[config.mk]
export PLATFORM = sky130hd
export DESIGN_NAME = cic_mc_interp
export DESIGN_NICKNAME = d
export VERILOG_FILES = /design/src/rtl/cic_mc_pkg.sv /design/src/rtl/cic_comb_stage.sv /design/src/rtl/cic_round.sv /design/src/rtl/cic_int_branch.sv /design/src/rtl/cic_mc_interp.sv
export SDC_FILE = /design/constraint.sdc
export NUM_CORES = 2
export LEC_CHECK = 0
export CORE_UTILIZATION = 50
export CTS_BUF_LIST = sky130_fd_sc_hd__clkbuf_4 sky130_fd_sc_hd__clkbuf_8
export DETAILED_ROUTE_END_ITERATION = 12
export DONT_BUFFER_PORTS = 1
export PLACE_DENSITY_LB_ADDON = 0.12
export SLEW_MARGIN = 10
export SYNTH_ARGS = -nofsm -noshare
export SYNTH_HDL_FRONTEND = slang
export SYNTH_SLANG_ARGS = --single-unit
[constraint.sdc]
create_clock -name clk -period 7.1 [get_ports clk]
set_input_delay 1.065 -clock clk [delete_from_list [all_inputs] [get_ports clk]]
set_output_delay 1.065 -clock clk [all_outputs]
set_load 0.005 [all_outputs]
[src/rtl/cic_mc_pkg.sv]
package cic_mc_pkg;

   // bit growth of an interpolating CIC: log2((R*M)^N / R)
   function automatic int cic_growth(input int n_stg, input int rate, input int dly);
      return n_stg * $clog2(rate * dly) - $clog2(rate);
   endfunction

   function automatic bit is_pow2(input int v);
      return (v > 0) && ((v & (v - 1)) == 0);
   endfunction

endpackage

[src/rtl/cic_comb_stage.sv]
module cic_comb_stage #(
   parameter int W    = 26,
   parameter int DLY  = 2,
   parameter int N_CH = 2,
   parameter int CH_W = 1
) (
   input  logic                clk,
   input  logic                rst,
   input  logic                i_v,
   input  logic [CH_W-1:0]     i_ch,
   input  logic signed [W-1:0] i_d,
   output logic                o_v,
   output logic [CH_W-1:0]     o_ch,
   output logic signed [W-1:0] o_d
);

   // per-channel delay line, DLY deep
   logic signed [W-1:0] hist_q [N_CH][DLY];

   always_ff @(posedge clk) begin
      if (rst) begin
         o_v  <= 1'b0;
         o_ch <= '0;
         o_d  <= '0;
         for (int c = 0; c < N_CH; c++)
            for (int k = 0; k < DLY; k++)
               hist_q[c][k] <= '0;
      end else begin
         o_v <= i_v;
         if (i_v) begin
            o_ch <= i_ch;
            o_d  <= i_d - hist_q[i_ch][DLY-1];
            hist_q[i_ch][0] <= i_d;
            for (int k = DLY - 1; k > 0; k--)
               hist_q[i_ch][k] <= hist_q[i_ch][k-1];
         end
      end
   end


   chan_range_chk: assert property (@(posedge clk) disable iff (rst)
      i_v |-> (int'(i_ch) < N_CH));

endmodule

[src/rtl/cic_round.sv]
module cic_round #(
   parameter int IN_W  = 26,
   parameter int OUT_W = 16
) (
   input  logic                    clk,
   input  logic                    rst,
   input  logic                    i_v,
   input  logic signed [IN_W-1:0]  i_d,
   output logic                    o_v,
   output logic signed [OUT_W-1:0] o_d
);

   localparam int SHIFT = IN_W - OUT_W;

   if (SHIFT < 0) begin : g_bad_w
      $error("cic_round: output wider than input");
   end

   always_ff @(posedge clk) begin
      if (rst) o_v <= 1'b0;
      else     o_v <= i_v;
   end

   if (SHIFT == 0) begin : g_pass
      always_ff @(posedge clk) begin
         if (rst)      o_d <= '0;
         else if (i_v) o_d <= i_d;
      end
   end else begin : g_conv
      localparam logic [SHIFT-1:0] HALF = {1'b1, {(SHIFT-1){1'b0}}};
      logic [OUT_W-1:0] flr;
      logic [SHIFT-1:0] frac;
      logic             bump;

      assign flr  = i_d[IN_W-1:SHIFT];
      assign frac = i_d[SHIFT-1:0];
      assign bump = (frac > HALF) || ((frac == HALF) && flr[0]);

      always_ff @(posedge clk) begin
         if (rst)      o_d <= '0;
         else if (i_v) o_d <= flr + OUT_W'(bump);
      end


      tie_even_chk: assert property (@(posedge clk) disable iff (rst)
         (i_v && (frac == HALF)) |=> (o_d[0] == 1'b0));
   end

endmodule

[src/rtl/cic_int_branch.sv]
module cic_int_branch #(
   parameter int W     = 26,
   parameter int OUT_W = 16,
   parameter int N_STG = 4,
   parameter int RATE  = 4
) (
   input  logic                    clk,
   input  logic                    rst,
   input  logic                    smp_v,
   input  logic signed [W-1:0]     smp_d,
   output logic                    o_v,
   output logic signed [OUT_W-1:0] o_d
);

   localparam int CNT_W = (RATE > 2) ? $clog2(RATE) : 1;

   logic [CNT_W-1:0]    cnt_q;
   logic                step;
   logic signed [W-1:0] x;

   // zero-stuffing expander: sample, then RATE-1 zeros
   assign step = smp_v || (cnt_q != '0);
   assign x    = smp_v ? smp_d : '0;

   always_ff @(posedge clk) begin
      if (rst)               cnt_q <= '0;
      else if (smp_v)        cnt_q <= CNT_W'(RATE - 1);
      else if (cnt_q != '0)  cnt_q <= cnt_q - 1'b1;
   end

   for (genvar k = 0; k < N_STG; k++) begin : g_int
      logic signed [W-1:0] acc_q;
      logic                v_q;
      logic signed [W-1:0] a_in;
      logic                v_in;

      if (k == 0) begin : g_head
         assign a_in = x;
         assign v_in = step;
      end else begin : g_tail
         assign a_in = g_int[k-1].acc_q;
         assign v_in = g_int[k-1].v_q;
      end

      always_ff @(posedge clk) begin
         if (rst) begin
            acc_q <= '0;
            v_q   <= 1'b0;
         end else begin
            v_q <= v_in;
            if (v_in) acc_q <= acc_q + a_in;
         end
      end
   end

   cic_round #(.IN_W(W), .OUT_W(OUT_W)) rnd_i (
      .clk (clk),
      .rst (rst),
      .i_v (g_int[N_STG-1].v_q),
      .i_d (g_int[N_STG-1].acc_q),
      .o_v (o_v),
      .o_d (o_d)
   );


   burst_overlap_chk: assert property (@(posedge clk) disable iff (rst)
      smp_v |-> (cnt_q == '0));


   zero_stuff_chk: assert property (@(posedge clk) disable iff (rst)
      smp_v |=> (step && (x == '0)));

endmodule

[src/rtl/cic_mc_interp.sv]
module cic_mc_interp
   import cic_mc_pkg::*;
#(
   parameter int IN_W     = 16,
   parameter int OUT_W    = 16,
   parameter int N_STG    = 4,
   parameter int RATE     = 4,
   parameter int DIFF_DLY = 2,
   parameter int N_CH     = 2
) (
   input  logic                              clk,
   input  logic                              rst,
   input  logic                              in_valid,
   input  logic [((N_CH > 1) ? $clog2(N_CH) : 1)-1:0] in_chan,
   input  logic signed [IN_W-1:0]            in_data,
   output logic [N_CH-1:0]                   out_valid,
   output logic [N_CH-1:0][OUT_W-1:0]        out_data
);

   localparam int CH_W  = (N_CH > 1) ? $clog2(N_CH) : 1;
   localparam int GROW  = cic_growth(N_STG, RATE, DIFF_DLY);
   localparam int ACC_W = IN_W + GROW;

   if (!is_pow2(RATE) || RATE < 2) begin : g_bad_rate
      $error("cic_mc_interp: RATE must be a power of two, at least 2");
   end
   if (!is_pow2(DIFF_DLY)) begin : g_bad_dly
      $error("cic_mc_interp: DIFF_DLY must be a power of two");
   end
   if (OUT_W > ACC_W || N_STG < 1) begin : g_bad_shape
      $error("cic_mc_interp: bad width or stage count");
   end

   logic                    cv [N_STG+1];
   logic [CH_W-1:0]         cc [N_STG+1];
   logic signed [ACC_W-1:0] cd [N_STG+1];

   assign cv[0] = in_valid;
   assign cc[0] = in_chan;
   assign cd[0] = ACC_W'(in_data);

   // shared comb chain at the interleaved low rate
   for (genvar s = 0; s < N_STG; s++) begin : g_comb
      cic_comb_stage #(.W(ACC_W), .DLY(DIFF_DLY), .N_CH(N_CH), .CH_W(CH_W)) comb_i (
         .clk  (clk),
         .rst  (rst),
         .i_v  (cv[s]),
         .i_ch (cc[s]),
         .i_d  (cd[s]),
         .o_v  (cv[s+1]),
         .o_ch (cc[s+1]),
         .o_d  (cd[s+1])
      );
   end

   // split by channel into private expander and integrators
   for (genvar c = 0; c < N_CH; c++) begin : g_chan
      logic                    br_v;
      logic signed [OUT_W-1:0] br_d;

      cic_int_branch #(.W(ACC_W), .OUT_W(OUT_W), .N_STG(N_STG), .RATE(RATE)) br_i (
         .clk   (clk),
         .rst   (rst),
         .smp_v (cv[N_STG] && (cc[N_STG] == CH_W'(c))),
         .smp_d (cd[N_STG]),
         .o_v   (br_v),
         .o_d   (br_d)
      );

      assign out_valid[c] = br_v;
      assign out_data[c]  = br_d;
   end

   // input protocol watch
   logic            seen_q;
   logic [CH_W-1:0] last_ch_q;

   always_ff @(posedge clk) begin
      if (rst) begin
         seen_q    <= 1'b0;
         last_ch_q <= '0;
      end else if (in_valid) begin
         seen_q    <= 1'b1;
         last_ch_q <= in_chan;
      end
   end


   input_spacing_chk: assert property (@(posedge clk) disable iff (rst)
      in_valid |=> !in_valid);


   alt_chan_chk: assert property (@(posedge clk) disable iff (rst)
      (in_valid && seen_q && (N_CH == 2)) |-> (in_chan != last_ch_q));

endmodule

==> reports/metrics.cfg <==
[floorplan]
start_util_pct=50.46
die_x_um=295.2
num_io_pins=54
die_h_um=295.2
die-area_sq_um=87110
coreArea_sq_um=85150
rows=107

[setup_path]
endpoint_kind=flop
reg2reg_depth=13
worstPathArrival_ns=4.81
crit_cells=13
path_class=reg2reg
cp_num_buf_inv=1
crit_fanout=24
slowest_stage=dfxtp_2
crit_family=compound AO/OA/AOI/OAI gates
path_cells=mux2_2 -> ha_1 -> inv_1 -> fa_1 -> a21oi_1 -> o21bai_1 -> a2111oi_0 -> o21bai_1 -> a211oi_1 -> o32ai_1 -> o21ai_1 -> xor2_1 -> o21ai_1
critPathRequiredTime_ns=7.75
cpPeakStageDelay_ns=0.83
crit_path_start_kind=flop

[clock_tree]
hold_buffers=0
clk_latency_ns=0.81
htreeDepth=4
cts_root_buf=clkbuf_8
cts.sinks=745
cts_buffers=136
cts_setup_buffers=0
clk_pin_slew_worst_paths_ns=0.06
postCtsResizedCells=0
cts_max_path_buffers=3
cts_tree=yes

[route]
vias=31580
first_iter_violations=1886
drt-pass1-iter-count=5
drt-vias-per-instance=5.642
wl_um=99260
post_drt_wl_per_cell_um=17.73
ant_nets=0
drc=0

[sta]
rsz0062_at_grt=false
slew_headroom_pct=7.223
setup_viol_count_final=0
period_needed_ns=4.161
clock_skew_ns=0.03575
slew_viol_final=0
final_hold_viol_count=0
post-route-period-util_pct=58.61
timing.fmax_mhz=240.3
tns_ns=0
worstMarginPinSlew_ns=1.392

[global_routing]
grt_pass1_wl_um=158900
antenna_found_initial=1
grt_max_degree=382
overflow=0
grt_usage_pct=22.78
grt_pass1_vias=30070

[pwr]
intPower_mw=7.865
power.leakage_nw=19.54
sw_frac_of_total_pct=28.63
p_seq_share_pct=45.4
combPwrFrac_pct=16.1
vdd_ir_drop_max_mv=0.1795
clock_power_share_pct=38.6
switchingPower_mw=3.155
power.total_mw=11.02
power.density_nw_per_um2=235.5

[finish]
design_area_sq_um=46790
final_net_count=4664
drive_above_1_share_pct=7.213
final_core_util_pct=54.96
area_growth_syn_to_layout_pct=8.899

[hold_path]
hold_depth=1
hp-class=in2reg

[placed_design]
placed_area_sq_um=43910
port_buffers=0
gp_congestion=0.8908
dp_hpwl_um=67890

[logic_synthesis]
yosys.area.top_type=edfxtp_1
synth.distinct_cells=85
async_flop_share_pct=0
synth_area_sq_um=42970
ys_seq_area_share_pct=43.47
ys_seq_elements=745
synth_top_area_share_pct=26.28
yosysWarnings=0
synth_ff_type=edfxtp_1
synth_area_per_cell_sq_um=9.812
synth_nets=4706
netlist_instances=4379
synth_area_leaders=edfxtp_1, dfxtp_1, ha_1
synth_edf_count=376

[run]
cap_violations=0

[outcome]
status=finished, final reports clean

-- Yosys cell counts (17+ instances only) --
| cell | n |
|---|---|
| o21a_1 | 44 |
| mux2i_1 | 317 |
| o31ai_1 | 17 |
| dfxtp_1 | 369 |
| or3_1 | 23 |
| xnor2_1 | 139 |
| a21oi_1 | 270 |
| ha_1 | 295 |
| nor2b_1 | 42 |
| and2_1 | 144 |
| o22ai_1 | 25 |
| and4_1 | 17 |
| clkbuf_1 | 173 |
| o21ai_1 | 50 |
| o211ai_1 | 22 |
| nand2b_1 | 51 |
| nand3_1 | 69 |
| nor2_1 | 478 |
| xor2_1 | 104 |
| and3_1 | 154 |
| a311oi_1 | 18 |
| nor3_1 | 129 |
| inv_1 | 95 |
| a211o_1 | 19 |
| a21o_1 | 164 |
| nand4_1 | 32 |
| buf_1 | 38 |
| nor4_1 | 18 |
| o21bai_1 | 34 |
| a31oi_1 | 37 |
| a211oi_1 | 95 |
| edfxtp_1 | 376 |
| o21ai_0 | 96 |
| nand2_1 | 235 |
-- per-stage QoR --
step | hold slack [ns] | std cells | setup WS, ns
finish | 0.3645 | 5597 | 2.939
global placement | 0.4723 | 5343 | 3.029
detailed placement | 0.4776 | 5343 | 2.974
global route | 0.3021 | 5595 | 2.648
floorplan | 0.4451 | 4379 | 1.239
CTS | 0.2687 | 5594 | 2.930
-- final timing paths --
| kind | startpoint | end | slack, ns |
|---|---|---|---|
| setup / recovery | flop | g_comb[1].comb_i.o_d[24]$_SDFFE_PP0P_ | 2.94 |
| hold / removal | in_valid | g_comb[0].comb_i.o_d[0]$_SDFFE_PP0P_ | 0.36 |
| setup reg to reg | flop | g_comb[1].comb_i.o_d[24]$_SDFFE_PP0P_ | 2.94 |
| hold reg to reg | g_chan[0].br_i.g_int[0].acc_q[10]$_SDFFE_PP0P_ | g_chan[0].br_i.g_int[0].acc_q[10]$_SDFFE_PP0P_ | 0.48 |
-- registers in the layout (all words and copies together), names as in the netlist, named ones only --
register	count
g_comb.comb_i.o_v	4
g_comb.comb_i.o_ch	4
g_chan.br_i.g_int.acc_q	208
g_comb.comb_i.hist_q	376
g_chan.br_i.cnt_q	4
g_chan.br_i.g_int.v_q	8
g_comb.comb_i.o_d	104
g_chan.br_i.rnd_i.o_v	2
g_chan.br_i.rnd_i.o_d	32
-- cell families after synthesis --
group,count (synthesis),share of synthesized area [%]
AO/OA/AOI/OAI,992,15.28
XOR/XNOR,243,4.953
adder cells (fa/ha/maj),307,9.149
buffers and inverters,311,2.737
flip-flops,745,43.47
multiplexers,326,7.620
AND/OR/NAND/NOR,1455,16.79
-- per-layer routing --
layer	GRT usage [%]	share of wire [%]
met1	29.62	46
met2	38.36	48
met3	3.766	4.1
met4	7.709	2.4
met5	0	0
-- power groups by stage --
| stage | sequential, mW | clock [mW] | combinational, mW |
|---|---|---|---|
| finish | 5.00 | 4.25 | 1.77 |
| floorplan | 4.98 | 0 | 1.45 |
| global route | 5.03 | 4.54 | 1.99 |
| global placement | 5.09 | 0 | 1.76 |
| CTS | 5.01 | 4.36 | 1.78 |
| detailed placement | 5.10 | 0 | 1.78 |
-- layout by cell type, fill, tap and decap left out, types with 37 or more instances in the layout --
master,n
xnor2_1,139
nor2b_1,42
nor3_1,129
nor2_1,475
xor2_1,104
and2_1,144
nand2b_1,51
mux2i_1,317
a31oi_1,37
clkbuf_4,46
dfxtp_1,362
o21ai_1,50
nand2_1,232
a211oi_1,95
a21oi_1,270
o21ai_0,92
clkbuf_8,165
nand3_1,69
o21a_1,44
edfxtp_1,376
a21o_1,164
and3_1,154
inv_1,95
ha_1,295
-- area by class of cell --
cell class              count  area (sq um)
fillers                  7654         38350
multi-input cells        3323         23170
flip-flops and latches    745         18690
clock buffers             211          2616
well taps                1144          1431
inverters                  97         365.4
clock inverters            40         262.8
repair buffers             34         255.2
diodes                      3         7.507
No activity file was read; power rests on OpenSTA's default activity.
